File: src/rtl/rl_tx_adapter.sv
module rl_tx_adapter #(
  parameter int DATA_W    = 64,
  parameter int READY_LAT = 2,
  parameter int HOLD_CYC  = 2,
  parameter int FIFO_AW   = 5
) (
  input  logic              clk,
  input  logic              rst,
  input  logic              up_valid,
  output logic              up_ready,
  input  logic [DATA_W-1:0] up_data,
  input  logic              up_sop,
  input  logic              up_eop,
  input  logic              ds_ready,
  output logic              ds_valid,
  output logic [DATA_W-1:0] ds_data,
  output logic              ds_sop,
  output logic              ds_eop,
  output logic              len_err
);
  localparam int DPB   = DATA_W / 32;
  localparam int LDPB  = $clog2(DPB);
  localparam int DEPTH = 1 << FIFO_AW;
  localparam int HW    = $clog2(HOLD_CYC + 1);
  localparam int PW    = $clog2(DATA_W);
  localparam int CW    = 12;
  localparam int EW    = DATA_W + 2;

  // post-reset hold-off
  logic [HW-1:0] hold_cnt;
  logic          hold;
  assign hold = hold_cnt != '0;
  always_ff @(posedge clk)
    if (rst)       hold_cnt <= HW'(HOLD_CYC);
    else if (hold) hold_cnt <= hold_cnt - 1'b1;

  // grant pipe: gate is high in the cycle before a granted cycle
  logic gate;
  if (READY_LAT == 1) begin : g_lat1
    assign gate = ds_ready;
  end else begin : g_latn
    logic [READY_LAT-2:0] pipe;
    logic [READY_LAT-1:0] line;
    assign line = {pipe, ds_ready};
    always_ff @(posedge clk)
      if (rst) pipe <= '0;
      else     pipe <= line[READY_LAT-2:0];
    assign gate = line[READY_LAT-1];
  end

  logic [EW-1:0]    mem [DEPTH];
  logic [FIFO_AW:0] wptr, cptr, rptr;

  assign up_ready = !hold && ((wptr - rptr) != (FIFO_AW+1)'(DEPTH));

  // header tracking and beat-count check
  logic          in_pkt, drop, f4_q, hd_q, a2_q;
  logic [9:0]    ln_q;
  logic [CW-1:0] cnt_q;

  logic          acc, f4, hd, a2, pad, live, bad, stray, restart, store;
  logic [9:0]    ln;
  logic [1:0]    adw;
  logic [CW-1:0] idx, a_beat, ndw, lnx, exp_beats;
  logic [PW-1:0] apos;
  logic [FIFO_AW:0] waddr;

  assign acc     = up_valid && up_ready;
  assign idx     = up_sop ? '0 : cnt_q;
  assign f4      = up_sop ? (up_data[29] || up_data[28:27] == 2'b10) : f4_q;
  assign hd      = up_sop ? up_data[30] : hd_q;
  assign ln      = up_sop ? up_data[9:0] : ln_q;
  assign adw     = f4 ? 2'd3 : 2'd2;
  assign a_beat  = CW'(adw >> LDPB);
  assign apos    = PW'(32 * (int'(adw) % DPB) + 2);
  assign a2      = (idx == a_beat) ? up_data[apos] : a2_q;
  assign pad     = hd && (a2 == f4);
  assign lnx     = (ln == 10'd0) ? 12'd1024 : {2'b00, ln};
  assign ndw     = (f4 ? 12'd4 : 12'd3) + (hd ? lnx + {11'd0, pad} : 12'd0);
  assign exp_beats = (ndw + CW'(DPB - 1)) >> LDPB;

  assign live    = up_sop || (in_pkt && !drop);
  assign bad     = live && (up_eop ? (idx + 1'b1 != exp_beats)
                                   : (idx >= a_beat && idx + 1'b1 >= exp_beats));
  assign stray   = !up_sop && !in_pkt;
  assign restart = up_sop && in_pkt && !drop;
  assign store   = acc && live && !bad;
  assign waddr   = up_sop ? cptr : wptr;

  always_ff @(posedge clk) begin
    if (rst) begin
      wptr <= '0; cptr <= '0; in_pkt <= 1'b0; drop <= 1'b0; len_err <= 1'b0;
      cnt_q <= '0; f4_q <= 1'b0; hd_q <= 1'b0; ln_q <= '0; a2_q <= 1'b0;
    end else if (acc) begin
      if (up_sop) begin f4_q <= f4; hd_q <= hd; ln_q <= ln; end
      if (idx == a_beat) a2_q <= up_data[apos];
      cnt_q  <= idx + 1'b1;
      in_pkt <= (up_sop || in_pkt) && !up_eop;
      drop   <= (bad || (drop && !up_sop)) && !up_eop;
      if (stray || restart || bad) len_err <= 1'b1;
      if (bad) wptr <= cptr;
      else if (store) wptr <= waddr + 1'b1;
      if (store && up_eop) cptr <= waddr + 1'b1;
    end
  end

  always_ff @(posedge clk)
    if (store) mem[waddr[FIFO_AW-1:0]] <= {up_sop, up_eop, up_data};

  // read side: only committed beats, only in granted cycles
  logic rd_ok;
  assign rd_ok = gate && !hold && (rptr != cptr);

  always_ff @(posedge clk) begin
    if (rst) begin
      rptr <= '0; ds_valid <= 1'b0; ds_sop <= 1'b0; ds_eop <= 1'b0; ds_data <= '0;
    end else begin
      ds_valid <= rd_ok;
      if (rd_ok) begin
        {ds_sop, ds_eop, ds_data} <= mem[rptr[FIFO_AW-1:0]];
        rptr <= rptr + 1'b1;
      end
    end
  end

  assert_grant_slot_R1: assert property (@(posedge clk) disable iff (rst)
    ds_valid |-> $past(ds_ready, READY_LAT));

  assert_hold_quiet_R2: assert property (@(posedge clk) disable iff (rst)
    (hold_cnt != '0) |-> !ds_valid);

  assert_commit_order_R6: assert property (@(posedge clk) disable iff (rst)
    (cptr - rptr) <= (wptr - rptr));

  assert_err_sticky_R7: assert property (@(posedge clk) disable iff (rst)
    $past(len_err) |-> len_err);

  assert_no_overflow_R8: assert property (@(posedge clk) disable iff (rst)
    (wptr - rptr) <= (FIFO_AW+1)'(DEPTH));
endmodule

File: config.mk
export PLATFORM = sky130hd
export DESIGN_NAME = rl_tx_adapter
export DESIGN_NICKNAME = d
export VERILOG_FILES = /design/src/rtl/rl_tx_adapter.sv
export SDC_FILE = /design/constraint.sdc
export NUM_CORES = 2
export LEC_CHECK = 0
export ABC_CLOCK_PERIOD_IN_PS = 29000
export BUFFER_PORTS_ARGS = -buffer_cell sky130_fd_sc_hd__buf_2
export CAP_MARGIN = 20
export CORE_AREA = 5 5 393 492
export CTS_CLUSTER_SIZE = 10
export DETAILED_ROUTE_END_ITERATION = 16
export DIE_AREA = 0 0 398 497
export GPL_TIMING_DRIVEN = 0
export PLACE_DENSITY = 0.71
export SYNTH_ARGS = -nofsm -noshare
export SYNTH_HDL_FRONTEND = slang
export SYNTH_SLANG_ARGS = --single-unit
File: constraint.sdc
create_clock -name clk -period 29 [get_ports clk]
set_input_delay 5.8 -clock clk [delete_from_list [all_inputs] [get_ports clk]]
set_output_delay 5.8 -clock clk [all_outputs]
set_load 0.005 [all_outputs]
# Word level (Yosys, flattened, before mapping)
# Memories as Yosys holds them, arrays and structs flattened. A register that Yosys moved wholly into a read port is not among the register bits.
# Index checks and enable logic that the tools add are counted.
# totals
memories	1
output_inout_bits	69
mem_bits_rw	2112
reg_bits	50
in_bits	70
latchBits	0
mem_bits_ro	0
wordCells	86
# op_classes
n_eq_ne	6
addsub	9
order_cmp	3
n_bitwise	0
reduce_logical	36
n_div	0
shift	0
n_mux	17
multipliers	0
# memory_table
name	words	word_bits	rd	rd_ports_with_merged_regs	wr	line	rtl
mem	32	66	1	1	1	51	logic [EW-1:0] mem [DEPTH];
# ops
cell	count
$add A12 B1 Y12 const B	2
$mux W12	2
$mux W6	3
$logic_and A1 B1 Y1	17
$add A11 B1 Y12	1
$add A3 B12 Y12	1
$add A6 B1 Y6 const B	2
$eq A12 B1 Y1 const B	1
$ge A12 B1 Y1 const B	1
$ge A12 B11 Y1	1
$ne A12 B11 Y1	1
$mux W11	1
$logic_not A10 Y1	1
$mux W10	1
$mux W1	8
$reduce_and A2 Y1	4
$lt A6 B7 Y1 const B	1
$add A6 B2 Y6 const B	1
$bmux W1 S6	1
$logic_not A1 Y1	6
$logic_or A1 B1 Y1	6
$ne A6 B6 Y1	1
$ne A6 B6 Y1 const B	1
$sub A6 B6 Y6	1
5 further kinds	6

# Depth between registers and ports, before layout
# logic_depth
word_depth	22
depth_mapped	31
depth_no_buf	25

# Worst setup path before layout
# OpenSTA, ideal clock, no wires.
# synth_timing
kind	input-to-reg
from	input port up_sop
to	memory mem[11][0] in the netlist's numbering, enable pin
path_slack_ns	14.895
setup_ns	0.491
required_time_ns	28.509
arrival_time_ns	13.614
cell_stages	31
n_path_buf	6
cell_sequence	buf_4 > buf_4 > buf_4 > buf_2 > buf_2 > nor2b_1 > ha_1 > nor2b_1 > nand2_1 > o21ai_0 > xnor2_1 > nor2_1 > ha_1 > ha_1 > xnor2_1 > o22ai_1 > ha_1 > a21o_1 > a31o_2 > nand2_1 > nor3b_1 > xnor2_1 > ha_1 > nand3_1 > nor3_1 > nand4_1 > o21ai_0 > mux2_4 > buf_6 > nand3_4 > nor2_1
# synth_via
elab_chain_len	20
elab_cells_between_ends	33
cone_classes	add/sub (5); order compare (2); eq/ne (3); mux (15); reduce/logical (8)
# synth_lines
element	line	rtl
start, declared	12	input logic up_sop,
$mux W1	70	assign f4 = up_sop ? (up_data[29] || up_data[28:27] == 2'b10) : f4_q;
$mux W1	73	assign adw = f4 ? 2'd3 : 2'd2;
$add A6 B2 Y6	75	assign apos = PW'(32 * (int'(adw) % DPB) + 2);
$bmux W1 S6	76	assign a2 = (idx == a_beat) ? up_data[apos] : a2_q;
$mux W1 (not written as such)	76	
$mux W1	76	
$eq A1 B1 Y1	77	assign pad = hd && (a2 == f4);
$logic_and A1 B1 Y1	77	
(+4 left out)	n/a	
$ge A12 B11 Y1	84	: (idx >= a_beat && idx + 1'b1 >= exp_beats));
$logic_and A1 B1 Y1	84	
$mux W1	83	assign bad = live && (up_eop ? (idx + 1'b1 != exp_beats)
$logic_and A1 B1 Y1	83	
$logic_not A1 Y1	87	assign store = acc && live && !bad;
$logic_and A1 B1 Y1	87	
$mux W1	108	if (store) mem[waddr[FIFO_AW-1:0]] <= {up_sop, up_eop, up_data};
$mux W1 (not written as such)	108	
end, declared	51	
# Several ways; a longest one is shown, not always the timed one. The select of a mux whose other input is x is not followed.

# Worst setup path after layout
# layout_timing
from	input port up_sop
to	memory mem[11][33] in the netlist's numbering, enable pin
# Same word-level chain as after synthesis.

==> results.sh <==
export IMPL_status="finished, final reports clean"
export IMPL_ioPinCount=139
export IMPL_max_stage_delay_ns=0.68
export IMPL_ant_nets=0
export IMPL_seq_area_frac_synth=0.765
export IMPL_end_kind="flip-flop"
export IMPL_vias_per_cell=6.07
export IMPL_clock_sinks=2228
export IMPL_overflow=0
export IMPL_cts_resized=0
export IMPL_clockRootBuffer="clkbuf_16"
export IMPL_clock_latency_ns=0.90
export IMPL_yosysUniqueCellTypes=73
export IMPL_post_route_period_util=0.466
export IMPL_nNetsFinal=4431
export IMPL_synth_top_family_by_area="multiplexers"
export IMPL_grt_max_degree=39
export IMPL_synth_simple_area_share=0.0232
export IMPL_drc=0
export IMPL_rsz0062_at_grt="false"
export IMPL_syn_area_um2=86000
export IMPL_synth_cells=3814
export IMPL_die_y_um=497
export IMPL_dieArea_um2=198000
export IMPL_syn_num_nets=3914
export IMPL_cts_buffer_depth=4
export IMPL_final_util=0.531
export IMPL_slowest_stage="nor2_4"
export IMPL_synth_area_top_cells="edfxtp_1 74%, mux4_2 17%, dfxtp_1 2.7%"
export IMPL_synth_mux_area_frac=0.177
export IMPL_ir_drop_v=0.0000531
export IMPL_synth_avg_cell_area_um2=22.5
export IMPL_finalSetupTns_ns=0
export IMPL_fmax_mhz=74.1
export IMPL_synth_xor_area_frac=0.00447
export IMPL_cp_common_cell="ha_1"
export IMPL_dr_first_iter_drc_count=5516
export IMPL_multi_input_area_um2=19400
export IMPL_htree_num_levels=5
export IMPL_cts_setup_buffers=0
export IMPL_synth_adder_area_share=0.00445
export IMPL_initial_core_util=0.458
export IMPL_worstMarginPinSlew_ns=1.18
export IMPL_vias=42365
export IMPL_drv_cap=0
export IMPL_layout_drive_gt1_share=0.302
export IMPL_setup_violations=0
export IMPL_drv_slew=0
export IMPL_die_w_um=398
export IMPL_regArea_um2=65700
export IMPL_cts_tree="built"
export IMPL_start_kind="primary input"
export IMPL_synth_flop_cell="edfxtp_1"
export IMPL_synth_compound_area_share=0.0137
export IMPL_io_buffers=138
export IMPL_synth_top_area_cell="edfxtp_1"
export IMPL_finalWeightedCongestion=0.787
export IMPL_skew_ns=0.0595
export IMPL_period_needed_ns=13.50
export IMPL_cts_buffers=274
export IMPL_dr_pass1_iters=7
export IMPL_grt_pass1_vias=44202
export IMPL_row_count=178
export IMPL_cp_max_fo=35
export IMPL_fp_coreArea_um2=188000
export IMPL_p_per_area_nw_per_um2=66.4
export IMPL_postCtsHoldBufs=0
export IMPL_synth_async_sr_flop_share=0
export IMPL_wirelength_um=218000
export IMPL_synth_edff_count=2112
export IMPL_static_leakage_power_nw=30.7
export IMPL_nFillCells=13946
export IMPL_hold_violations=0
export IMPL_antenna_found_initial=8
export IMPL_worstPathArrival_ns=14.03
export IMPL_synthToLayoutAreaGrowth_pct=16.0
export IMPL_worst_setup_path_type="in2reg"
export IMPL_netlist_area_leader_share=0.738
export IMPL_holdWs_ns=0.494
export IMPL_dp_hpwl_um=140000
export IMPL_required_ns=29.53
export IMPL_wl_per_cell_um=31.2
export IMPL_hp_class="reg2reg"
export IMPL_clkTransAtPathRegs_ns=0.06
export IMPL_grt_total_usage=0.220
export IMPL_yosys_register_bits=2228
export IMPL_relSlewSlack=0.213
export IMPL_grt_pass1_wl_um=314000
export IMPL_ys_warn_count=0
[cells in the final DEF, fill, tap and decap left out, types with 5 or more instances in the layout]
cell       count
nor2b_1        9
a311oi_1      68
nor3_1         9
nand3_1       11
a21o_1         5
inv_1         18
buf_1         26
nand3b_1       7
clkbuf_2       5
buf_2        216
clkbuf_16    281
edfxtp_1    2112
ha_1          29
and2_1         5
nand2b_1      13
nor3b_1        5
and3_1         5
buf_6          6
nor2_1       123
inv_6          6
clkbuf_1     190
buf_16        12
o21ai_0       24
diode_2        5
nand2_1      173
buf_4         11
a21oi_1       23
xor2_1        11
xnor2_1       31
mux4_2       660
dfxtp_1      116
nor2_4        32
nand4_1        8
mux2i_1       33
buf_12        84
a211oi_1       8
[worst max-delay path: cells and delay by family]
| family | cells | cell delay (ns) |
|---|---|---|
| XOR/XNOR | 2 | 0.34 |
| AND/OR/NAND/NOR | 9 | 2.21 |
| multiplexers | 1 | 0.29 |
| adder cells (fa/ha/maj) | 5 | 1.39 |
| buffers and inverters | 9 | 2.65 |
| AO/OA/AOI/OAI | 5 | 1.27 |
[path summary, 6_finish.rpt]
| path | cells past startpoint | startpoint | to | slack (ns) |
|---|---|---|---|---|
| setup / recovery | 31 | up_sop | mem[11][33] | 15.50 |
| hold / removal | 2 | ln_q[0] | ln_q[0] | 0.49 |
| setup reg to reg | 26 | cnt_q[0] | mem[11][33] | 21.90 |
| hold reg to reg | 2 | ln_q[0] | ln_q[0] | 0.49 |
[final cells by class]
| class | instances | area share |
|---|---|---|
| multi-input cells | 1359 | 0.195 |
| inverters | 20 | 0.000753 |
| repair buffers | 241 | 0.0281 |
| clock buffers | 388 | 0.0747 |
| well taps | 2520 | 0.0316 |
| clock inverters | 7 | 0.000828 |
| diodes | 5 | 0.000126 |
| flip-flops and latches | 2228 | 0.659 |
| plain buffers | 207 | 0.00948 |
[Yosys cell counts, types with 3 or more instances]
library cell	instances
buf_4	11
and3_1	5
o21ai_0	24
buf_6	3
o31ai_1	4
or3b_2	3
mux2_2	3
mux2i_1	33
nor3b_1	5
nor2b_1	9
nand3b_1	7
and2_1	5
mux4_2	660
inv_1	18
buf_1	26
buf_2	78
a21oi_1	23
a311oi_1	68
nand4_1	8
o311ai_1	3
a31oi_1	4
nand2_1	173
nor4_1	4
nand4b_1	3
clkbuf_1	87
a21o_1	5
ha_1	29
nor2_1	155
nand3_4	4
edfxtp_1	2112
nor3_1	9
nand2b_1	13
xor2_1	11
xnor2_1	31
nand3_1	11
dfxtp_1	116
a211oi_1	8
[kinds of logic after synthesis]
family	after synthesis
flip-flops	2228
adder cells (fa/ha/maj)	30
XOR/XNOR	43
buffers and inverters	227
multiplexers	698
other	1
AO/OA/AOI/OAI	156
AND/OR/NAND/NOR	431
[flip-flops by register name, indices dropped and copies added, names as in the netlist]
signal	cells
mem	2112
ds_data	64
cnt_q	12
ln_q	10
cptr	6
rptr	6
wptr	6
hold_cnt	2
a2_q	1
drop	1
ds_eop	1
ds_sop	1
ds_valid	1
f4_q	1
g_latn.pipe	1
hd_q	1
in_pkt	1
len_err	1
[report_power, final]
part	switching, mW	internal, mW	leakage, nW	total (mW)
registers	0.00396	3.53	19.9	3.53
clock network	1.20	1.77	3.64	2.96
logic	0.0937	0.0356	7.17	0.129
[stage by stage]
stage / power (mW) / instance area (um^2) / instances / setup slack [ns]
final: 6.62 / 99700 / 6975 / 15.50
after floorplan: 3.66 / 86000 / 3814 / 14.89
after global placement: 3.72 / 89800 / 6472 / 9.32
after detailed placement: 3.73 / 92100 / 6571 / 14.74
after global routing: 6.81 / 99700 / 6971 / 15.05
after CTS: 6.66 / 99600 / 6966 / 15.59
[metal layers]
metal	GRT usage	share of wire
met2	0.369	0.51
met5	0	0.000092
met3	0.0537	0.10
met4	0.0704	0.031
met1	0.285	0.36
No activity file was read; power rests on OpenSTA's default activity.
